`src/rtl/idiv_pkg.sv`:
```
package idiv_pkg;
   localparam int unsigned BASE_W  = 8;
   localparam int unsigned N_SIZES = 3;

   typedef enum logic [1:0] {
      SZ_BYTE  = 2'd0,
      SZ_WORD  = 2'd1,
      SZ_DWORD = 2'd2,
      SZ_ALIAS = 2'd3
   } size_e;

   typedef enum logic [1:0] {
      ST_IDLE = 2'd0,
      ST_RUN  = 2'd1,
      ST_FIN  = 2'd2
   } dstate_e;

   // code 3 behaves as the widest size
   function automatic logic [1:0] size_index(input logic [1:0] code);
      return (code == SZ_ALIAS) ? 2'(SZ_DWORD) : code;
   endfunction
endpackage

```
`src/rtl/idiv_prep.sv`:
```
module idiv_prep
   import idiv_pkg::*;
#(
   parameter int unsigned W  = 32,
   parameter int unsigned CW = $clog2(2*W+1)
) (
   input  logic            is_signed,
   input  logic [1:0]      sz_idx,
   input  logic [W-1:0]    hi,
   input  logic [W-1:0]    lo,
   input  logic [W-1:0]    dvsr,
   output logic [2*W-1:0]  dvd_mag,
   output logic [W-1:0]    dvs_mag,
   output logic            neg_q,
   output logic            neg_r,
   output logic            dvs_zero,
   output logic [CW-1:0]   iter_n
);
   localparam int unsigned DW = 2*W;

   logic [DW-1:0] al_a   [N_SIZES];
   logic [W-1:0]  bm_a   [N_SIZES];
   logic          sa_a   [N_SIZES];
   logic          sb_a   [N_SIZES];
   logic          zr_a   [N_SIZES];

   for (genvar k = 0; k < N_SIZES; k++) begin : g_size
      localparam int unsigned WK = BASE_W << k;
      logic [2*WK-1:0] raw;
      logic [2*WK-1:0] amag;
      logic [WK-1:0]   bmag;
      logic            sa, sb;
      assign raw  = {hi[WK-1:0], lo[WK-1:0]};
      assign sa   = is_signed & raw[2*WK-1];
      assign sb   = is_signed & dvsr[WK-1];
      assign amag = sa ? (~raw + 1'b1) : raw;
      assign bmag = sb ? (~dvsr[WK-1:0] + 1'b1) : dvsr[WK-1:0];
      // left-justify so the core always shifts out from its top bit
      assign al_a[k] = DW'(amag) << (DW - 2*WK);
      assign bm_a[k] = W'(bmag);
      assign sa_a[k] = sa;
      assign sb_a[k] = sb;
      assign zr_a[k] = (dvsr[WK-1:0] == '0);
   end

   always_comb begin
      dvd_mag  = al_a[sz_idx];
      dvs_mag  = bm_a[sz_idx];
      neg_q    = sa_a[sz_idx] ^ sb_a[sz_idx];
      neg_r    = sa_a[sz_idx];
      dvs_zero = zr_a[sz_idx];
      iter_n   = CW'(2 * (BASE_W << sz_idx));
   end
endmodule

```
`src/rtl/idiv_iter.sv`:
```
module idiv_iter #(
   parameter int unsigned W = 32
) (
   input  logic            clk,
   input  logic            rst_n,
   input  logic            load,
   input  logic            step,
   input  logic [2*W-1:0]  dvd_in,
   input  logic [W-1:0]    dvs_in,
   output logic [2*W-1:0]  quo,
   output logic [W-1:0]    rem
);
   logic [2*W-1:0] sh_d, acc_q;
   logic [W-1:0]   acc_r, dvs_r;
   logic [W:0]     trial, diff;
   logic           ge;

   assign trial = {acc_r, sh_d[2*W-1]};
   assign diff  = trial - {1'b0, dvs_r};
   assign ge    = trial >= {1'b0, dvs_r};

   always_ff @(posedge clk or negedge rst_n) begin
      if (!rst_n) begin
         sh_d  <= '0;
         acc_q <= '0;
         acc_r <= '0;
         dvs_r <= '0;
      end else if (load) begin
         sh_d  <= dvd_in;
         acc_q <= '0;
         acc_r <= '0;
         dvs_r <= dvs_in;
      end else if (step) begin
         sh_d  <= sh_d << 1;
         acc_q <= {acc_q[2*W-2:0], ge};
         acc_r <= ge ? diff[W-1:0] : trial[W-1:0];
      end
   end

   assign quo = acc_q;
   assign rem = acc_r;

   // partial remainder stays below the divisor during iteration
   p_partial_rem_r2: assert property (@(posedge clk) disable iff (!rst_n)
      step |-> (acc_r < dvs_r));
endmodule

```
`src/rtl/idiv_post.sv`:
```
module idiv_post
   import idiv_pkg::*;
#(
   parameter int unsigned W = 32
) (
   input  logic            is_signed,
   input  logic [1:0]      sz_idx,
   input  logic            neg_q,
   input  logic            neg_r,
   input  logic [2*W-1:0]  quo_mag,
   input  logic [W-1:0]    rem_mag,
   output logic [W-1:0]    q_res,
   output logic [W-1:0]    r_res,
   output logic            fits
);
   localparam int unsigned DW = 2*W;

   logic [W-1:0] q_a  [N_SIZES];
   logic [W-1:0] r_a  [N_SIZES];
   logic         ok_a [N_SIZES];

   for (genvar k = 0; k < N_SIZES; k++) begin : g_size
      localparam int unsigned WK = BASE_W << k;
      localparam logic [DW-1:0] LIM = DW'(1) << (WK-1);
      logic [DW-1:0] qn;
      logic [W-1:0]  rn;
      logic          ok_u, ok_s;
      assign ok_u = (quo_mag[DW-1:WK] == '0);
      assign ok_s = neg_q ? (quo_mag <= LIM) : (quo_mag < LIM);
      assign qn   = neg_q ? (~quo_mag + 1'b1) : quo_mag;
      assign rn   = neg_r ? (~rem_mag + 1'b1) : rem_mag;
      assign q_a[k]  = W'(qn[WK-1:0]);
      assign r_a[k]  = W'(rn[WK-1:0]);
      assign ok_a[k] = is_signed ? ok_s : ok_u;
   end

   always_comb begin
      q_res = q_a[sz_idx];
      r_res = r_a[sz_idx];
      fits  = ok_a[sz_idx];
   end
endmodule

```
`src/rtl/idiv_seq.sv`:
```
module idiv_seq
   import idiv_pkg::*;
#(
   parameter int unsigned W = 32
) (
   input  logic          clk,
   input  logic          rst_n,
   input  logic          start,
   input  logic          is_signed,
   input  logic [1:0]    size,
   input  logic [W-1:0]  dvd_hi,
   input  logic [W-1:0]  dvd_lo,
   input  logic [W-1:0]  dvsr,
   output logic          busy,
   output logic          done,
   output logic          fault,
   output logic [W-1:0]  quot,
   output logic [W-1:0]  rem
);
   localparam int unsigned CW = $clog2(2*W+1);

   if (W < (BASE_W << (N_SIZES-1))) begin : g_bad_width
      $error("idiv_seq: W must cover the widest operand size");
   end

   dstate_e        st;
   logic [CW-1:0]  cnt;
   logic           sgn_r, nq_r, nr_r;
   logic [1:0]     szi_r;
   logic           done_r, fault_r;
   logic [W-1:0]   quot_r, rem_r;

   logic [1:0]     szi_in;
   logic [2*W-1:0] dvd_mag, core_q;
   logic [W-1:0]   dvs_mag, core_r, q_res, r_res;
   logic           neg_q, neg_r, dvs_zero, fits, accept;
   logic [CW-1:0]  iter_n;

   assign szi_in = size_index(size);
   assign accept = start && (st == ST_IDLE);

   idiv_prep #(.W(W), .CW(CW)) i_prep (
      .is_signed (is_signed),
      .sz_idx    (szi_in),
      .hi        (dvd_hi),
      .lo        (dvd_lo),
      .dvsr      (dvsr),
      .dvd_mag   (dvd_mag),
      .dvs_mag   (dvs_mag),
      .neg_q     (neg_q),
      .neg_r     (neg_r),
      .dvs_zero  (dvs_zero),
      .iter_n    (iter_n)
   );

   idiv_iter #(.W(W)) i_iter (
      .clk    (clk),
      .rst_n  (rst_n),
      .load   (accept && !dvs_zero),
      .step   (st == ST_RUN),
      .dvd_in (dvd_mag),
      .dvs_in (dvs_mag),
      .quo    (core_q),
      .rem    (core_r)
   );

   idiv_post #(.W(W)) i_post (
      .is_signed (sgn_r),
      .sz_idx    (szi_r),
      .neg_q     (nq_r),
      .neg_r     (nr_r),
      .quo_mag   (core_q),
      .rem_mag   (core_r),
      .q_res     (q_res),
      .r_res     (r_res),
      .fits      (fits)
   );

   always_ff @(posedge clk or negedge rst_n) begin
      if (!rst_n) begin
         st      <= ST_IDLE;
         cnt     <= '0;
         sgn_r   <= 1'b0;
         nq_r    <= 1'b0;
         nr_r    <= 1'b0;
         szi_r   <= '0;
         done_r  <= 1'b0;
         fault_r <= 1'b0;
         quot_r  <= '0;
         rem_r   <= '0;
      end else begin
         done_r <= 1'b0;
         unique case (st)
            ST_IDLE: if (start) begin
               sgn_r <= is_signed;
               nq_r  <= neg_q;
               nr_r  <= neg_r;
               szi_r <= szi_in;
               if (dvs_zero) begin
                  done_r  <= 1'b1;
                  fault_r <= 1'b1;
               end else begin
                  cnt <= iter_n;
                  st  <= ST_RUN;
               end
            end
            ST_RUN: begin
               cnt <= cnt - 1'b1;
               if (cnt == CW'(1)) st <= ST_FIN;
            end
            ST_FIN: begin
               done_r  <= 1'b1;
               fault_r <= !fits;
               if (fits) begin
                  quot_r <= q_res;
                  rem_r  <= r_res;
               end
               st <= ST_IDLE;
            end
            default: st <= ST_IDLE;
         endcase
      end
   end

   assign busy  = (st != ST_IDLE);
   assign done  = done_r;
   assign fault = fault_r;
   assign quot  = quot_r;
   assign rem   = rem_r;

   // zero divisor is reported on the very next cycle
   p_zero_quick_r6: assert property (@(posedge clk) disable iff (!rst_n)
      (start && !busy && dvs_zero) |=> (done && fault));
   // a fault leaves the destinations untouched
   p_fault_hold_r7: assert property (@(posedge clk) disable iff (!rst_n)
      (done && fault) |-> ($stable(quot) && $stable(rem)));
   // completion is reported from the idle state
   p_idle_at_done_r8: assert property (@(posedge clk) disable iff (!rst_n)
      done |-> !busy);
   // done lasts a single cycle unless a new zero-divisor request follows
   p_done_single_r9: assert property (@(posedge clk) disable iff (!rst_n)
      (done && !start) |=> !done);
   // a running divide only ends through completion
   p_busy_ends_done_r10: assert property (@(posedge clk) disable iff (!rst_n)
      $fell(busy) |-> done);
endmodule

```
`config.mk`:
```
export PLATFORM = sky130hd
export DESIGN_NAME = idiv_seq
export DESIGN_NICKNAME = d
export VERILOG_FILES = /design/src/rtl/idiv_pkg.sv /design/src/rtl/idiv_prep.sv /design/src/rtl/idiv_iter.sv /design/src/rtl/idiv_post.sv /design/src/rtl/idiv_seq.sv
export SDC_FILE = /design/constraint.sdc
export NUM_CORES = 1
export LEC_CHECK = 0
export ABC_AREA = 1
export CAP_MARGIN = 25
export CORE_ASPECT_RATIO = 0.5
export CORE_MARGIN = 2
export CORE_UTILIZATION = 41
export CTS_BUF_LIST = sky130_fd_sc_hd__clkbuf_4 sky130_fd_sc_hd__clkbuf_8
export CTS_CLUSTER_SIZE = 30
export DETAILED_ROUTE_END_ITERATION = 6
export GPL_ROUTABILITY_DRIVEN = 1
export PLACE_DENSITY = 0.6
export SYNTH_ARGS = -nofsm -noshare
export SYNTH_HDL_FRONTEND = slang
export SYNTH_SLANG_ARGS = --single-unit
export TNS_END_PERCENT = 10
```
`constraint.sdc`:
```
create_clock -name clk -period 6.4 [get_ports clk]
set_input_delay 0.64 -clock clk [delete_from_list [all_inputs] [get_ports clk]]
set_output_delay 0.64 -clock clk [all_outputs]
set_load 0.01 [all_outputs]
```
# Yosys cells after proc, flatten, opt, wreduce, memory -nomap -nowiden

Cells that the tools add are included.

Register bits after elaboration: 272
Bits of input ports: 102
Output and inout bits: 67
Word-level logic and storage cells: 138

Add/subtract/negate cells: 10
Order comparisons: 9
Eq/ne operators: 8
Shift-type cells: 1
Mux-type cells: 59
Bitwise operators: 17
Reductions and logical operators: 20

Operator list:

| cell                  | number |
|---|---|
| $mux 64               | 7 |
| $mux 32               | 13 |
| $bmux 32 s2           | 3 |
| $add 32x1->32 const B | 4 |
| $bmux 64 s2           | 1 |
| $not 32->32           | 4 |
| $add 64x1->64 const B | 1 |
| $le 64x16->1 const B  | 1 |
| $le 64x32->1 const B  | 1 |
| $le 64x8->1 const B   | 1 |
| $logic_not 32->1      | 2 |
| $lt 64x16->1 const B  | 1 |
| $lt 64x32->1 const B  | 1 |
| $lt 64x8->1 const B   | 1 |
| $not 64->64           | 1 |
| $logic_not 56->1      | 1 |
| $logic_not 48->1      | 1 |
| $ge 33x32->1          | 1 |
| $add 16x1->16 const B | 2 |
| $mux 16               | 2 |
| $not 16->16           | 2 |
| $sub 32x32->32        | 1 |
| $mux 1                | 18 |
| $logic_not 16->1      | 1 |
| 26 further kinds      | 53 |

# Longest topological paths before layout

Word-level depth: 9
Depth in mapped cells: 17
Mapped depth without buffers: 17

# Hierarchy

Synthesis repeated with hierarchy kept, for this count alone.

Cell total of the unflattened synthesis: 3341
Area, all modules: 21191.6 µm²

Modules (own cells, without submodules):

| module    | instances | cells an instance | area an instance (µm²) | seq. area each (µm²) |
|---|---|---|---|---|
| idiv_iter | 1         | 1353              | 10405.0                | 4804.6 |
| idiv_prep | 1         | 1069              | 5021.1                 | 0.0 |
| idiv_seq  | 1         | 390               | 3313.2                 | 2001.9 |
| idiv_post | 1         | 529               | 2452.4                 | 0.0 |

# Worst setup path after synthesis

Ideal clock, no wire load.

Path kind: input -> register
From: input dvd_lo[0]
To: register i_iter.sh_d[34]
Library setup time: 0.121 ns
Arrival time: 2.105 ns
Required time: 6.279 ns
Setup slack: 4.174 ns
Stages on the path: 12
Path buffers: 1
Cells stage by stage: inv_1 > ha_1 > nand3_1 > nor2_1 > buf_2 > nand4_1 > nand2_1 > nand2_1 > o21ai_0 > a21oi_1 > nor2_1 > nor2_1

Cells in the longest elaborated chain, start to end: 7
Elaborated cells on any way between the ends: 10
Classes of those cells: add/sub (2); mux (6); bitwise (2)

RTL lines:

| item                                                  | line            | text |
|---|---|---|
| start, declared                                       | idiv_seq.sv:12  | `input logic [W-1:0] dvd_lo,` |
| $not 64->64 / $not 32->32 (equally long branches)     | idiv_prep.sv:36 | `assign amag = sa ? (~raw + 1'b1) : raw;` |
| $add 64x1->64 / $add 32x1->32 (equally long branches) | idiv_prep.sv:36 |  |
| $mux 64 / $mux 32 (equally long branches)             | idiv_prep.sv:36 |  |
| $bmux 64 s2 *                                         | idiv_prep.sv:47 | `dvd_mag = al_a[sz_idx];` |
| $mux 64 (not written as such) * (2 in a row)          | idiv_prep.sv:47 |  |
| $mux 64 *                                             | idiv_iter.sv:28 | `end else if (load) begin` |
| end signal, assigned                                  | idiv_iter.sv:29 | `sh_d <= dvd_in;` |
| end signal, assigned                                  | idiv_iter.sv:34 | `sh_d <= sh_d << 1;` |
| end, declared                                         | idiv_iter.sv:13 | `logic [2*W-1:0] sh_d, acc_q;` |

Every way passes the cells marked *; elsewhere a longest branch is shown, timed or not. The select of a mux whose other input is x is not followed.
A chain may end at the register's enable or synchronous reset.

# Final worst setup path

From: input size[1]
To: register i_iter.sh_d[60]

Cells in the longest elaborated chain, start to end: 9
Elaborated cells on any way between the ends: 13
Classes of those cells: eq/ne (1); mux (8); bitwise (1); reduce/logical (3)

RTL lines:

| item                                                | line                             | text |
|---|---|---|
| start, declared                                     | idiv_seq.sv:10                   | `input logic [1:0] size,` |
| $eq 2x2->1                                          | idiv_pkg.sv:20                   | `return (code == SZ_ALIAS) ? 2'(SZ_DWORD) : code;` |
| $mux 2 *                                            | idiv_pkg.sv:20                   |  |
| $not 2->3 (not written as such) *                   | idiv_prep.sv:47, idiv_prep.sv:51 |  |
| $bmux 1 s2                                          | idiv_prep.sv:51                  | `dvs_zero = zr_a[sz_idx];` |
| $mux 1 (not written as such) (2 in a row)           | idiv_prep.sv:51                  |  |
| $logic_not 1->1                                     | idiv_seq.sv:59                   | `.load (accept && !dvs_zero),` |
| $logic_and 1x1->1                                   | idiv_seq.sv:59                   |  |
| $mux 64 / $reduce_bool 2->1 (equally long branches) | --                               |  |

Marks and branches as above.

==> impl_metrics.toml <==
[run]
maxCapViolations = 0

[clocking]
cts.path.max_buffers = 3
cts_sinks = 272
clk_pin_slew_worst_paths_ns = 0.06
cts_root_buf = "clkbuf_8"
post_cts_buffers = 0
insertion_delay_ns = 0.63
cts.hold.buffers_added = 0
htreeDepth = 2
cts_resized = 0
cts_tree = "done"
cts_inserted_buffers = 45

[timing]
max_freq_mhz = 258
layout_setup_ws_ns = 2.53
tns_ns = 0
finalSetupViolCount = 0
whs_ns = 0.00116
hold_violations = 0
finClkSkew_ns = 0.0434
maxSlewViolCount = 0
rsz0062_at_grt = "false"
worst_pin_slew_ns = 1.04
slew_headroom_pct = 30.3
fin_crit_sh_pct = 60.5
period_minus_slack_ns = 3.87

[routing]
route.met3.wl_mm = 3.79
vias = 20787
wl_met1_mm = 30.8
highest_layer = "met4"
wl_mm = 68.0
wl_per_cell_um = 17.4
viasPerCell = 5.32
drc = 0
met2_length_mm = 31.5
drtIter0Drc = 1807
ant_nets = 0
dr.pass1.iters = 5

[power]
power_frac_comb_pct = 58.5
pwr-share-seq_pct = 25.6
p_sw_w = 0.00564
power_w = 0.0116
p_int_w = 0.00594
p_per_area_nw_per_um2 = 490
p_sw_share_pct = 48.7
p_leak_nw = 11.3
clockPowerShare_pct = 15.9
ir_worst_vdd_mv = 0.268

[setup_path]
path_buf_inv = 4
cpPeakStageDelay_ns = 0.74
timing.rr.start = "st[0]"
critPathArrivalTime_ns = 4.40
startpoint_type = "input pin"
cp_top_family = "simple AND/OR/NAND/NOR gates"
reg2regPathDepth = 8
crit_required_ns = 6.93
critPathSlowestCell = "inv_4"
path_class = "input pin to flip-flop"
worstSetupEndpointType = "flip-flop"
crit_path_max_fanout = 64
reg2reg_slack_ns = 3.01
worstPathCellList = "clkdlybuf4s50_1 -> buf_4 -> nand3_1 -> nor2_1 -> nand3_2 -> nand3_4 -> nand2_4 -> inv_4 -> nand2_1 -> nand2_1 -> inv_1 -> nand3_1"
r2r_end = "i_iter.sh_d[61]"

[synth]
yosys.area_share.simple_pct = 35.4
synthXorXnorAreaFrac_pct = 3.48
ys_ff_latch = 272
synth_edf_count = 0
syn-cell-area_um2 = 20400
synth_top_area_share_pct = 33.4
synth_top_family_by_area = "simple AND/OR/NAND/NOR gates"
synth-compound-area-share_pct = 15.5
synth_top_cell_by_area = "dfrtp_1"
ys_seq_area_share_pct = 33.4
synthCells = 3098
synthMuxAreaShare_pct = 0
syn-num-nets = 3239
synthArstFlopShare_pct = 100
synth-main-ff-cell = "dfrtp_1"
avgSynthCellArea_um2 = 6.58
synth_warnings = 0
yosys-top-cells-area = "dfrtp_1 (33%), nand2_1 (18%), nand3_1 (7.4%), inv_1 (6.7%), nor2_1 (6.3%)"
yosys.area_share.adder_pct = 2.43
yosysUniqueCellTypes = 52

[floorplan]
die_area_um2 = 51600
fp.dieW_um = 319
num_io_pins = 169
die-height_um = 162
core_um2 = 48800
initial_utilization_pct = 41.8
rows = 57

[cells_and_area]
nets = 3367
stdcell_area_um2 = 23600
area_delta_synth_final_pct = 16.0
final_cell_mix = "nand2_1 (960), inv_1 (363), nor2_1 (344)"
antenna_cells = 0
drive_above_1_share_pct = 6.69
final_common_cell = "nand2_1"

[hold_path]
hold_class = "input pin to asynchronous set/reset pin"

[global_route]
grt_use_total_pct = 26.3
grt_max_degree = 150
antenna_found_initial = 0
grt_pass1_vias = 19934
overflow = 0
grt_pass1_wl_mm = 109

[place]
post-place-ws_ns = 1.88
place_area_um2 = 22500
hpwlAfterDp_mm = 50.8
finalWeightedCongestion = 1.01
port_buffers = 168

[run_status]
status = "finished, final reports clean"
-- flip-flops by register name (all words and copies together), names as in the netlist --
signal and flops:
cnt 7, done 1, fault 1, i_iter.dvs_r 32
i_iter.quo 64, i_iter.rem 32, i_iter.sh_d 64, nq_r 1
nr_r 1, quot 32, rem 32, sgn_r 1
st 2, szi_r 2
-- power by group through the flow --
stage | Sequential [W] | Combinational (W) | Clock [W]
after global routing | 0.00305 | 0.00773 | 0.00196
after CTS | 0.00295 | 0.00676 | 0.00189
after detailed placement | 0.00297 | 0.00673 | 0
after floorplan | 0.00284 | 0.00506 | 0
final | 0.00296 | 0.00678 | 0.00184
after global placement | 0.00297 | 0.00661 | 0
-- routing by layer --
layer,vias up,global-route usage [%]
met5,-,0
met4,0,7.87
met3,114,3.54
met2,605,44.3
met1,9734,35.5
li1,10334,-
-- cell type report --
cell class,count,area [um2]
Fill cell,5143,25100
Multi-Input combinational cell,2337,11600
Sequential cell,272,6810
Timing Repair Buffer,189,1930
Inverter,381,1430
Clock buffer,72,903
Tap cell,649,812
Clock inverter,10,163
-- how the worst max path moves through the flow --
stage / from / to / cells after the start
2_1_floorplan: dvd_lo[0] / i_iter.sh_d[34] / 12
3_3_place_gp: size[1] / i_iter.sh_d[58] / 12
3_5_place_dp: size[1] / i_iter.sh_d[60] / 12
4_1_cts: size[1] / i_iter.sh_d[60] / 12
5_1_grt: dvsr[0] / i_iter.sh_d[60] / 15
6_report: size[1] / i_iter.sh_d[60] / 12
-- synth_stat cells, types with 15 or more instances --
cell type and instances:
xnor2_1 23, nand3_1 303, inv_1 363, nand4_1 41
ha_1 38, nor3_1 31, clkbuf_1 54, xor2_1 58
o22ai_2 64, o22ai_1 42, nor2_1 344, dfrtp_1 272
o21ai_1 45, buf_2 19, nand3b_1 17, o21ai_0 172
a21oi_1 91, buf_4 15, nand2_1 961
-- worst reg2reg max path: stages (launching register included) --
cell and delay [ns]:
dfrtp_1 0.42, nor2_1 0.12, inv_1 0.10, nor2_1 0.23
nand3_4 0.64, nand2_4 0.90, inv_4 0.48, a22oi_1 0.31
nand2_1 0.08
-- cells by family (layout without fill, tap and decap cells) --
group	Yosys count	count (layout)
simple gates	1731	1731
flops	272	272
fa+ha+maj	39	39
compound gates	486	486
buf+inv	489	652
xor+xnor	81	81
-- metrics by stage --
step                utilization [%]  std cells
CTS                            48.3       3908
global route                   48.5       3910
finish                         48.5       3910
detailed placement             46.2       3826
floorplan                         -       3098
global placement               46.1       3825
Power figures use the tool's default switching activity.
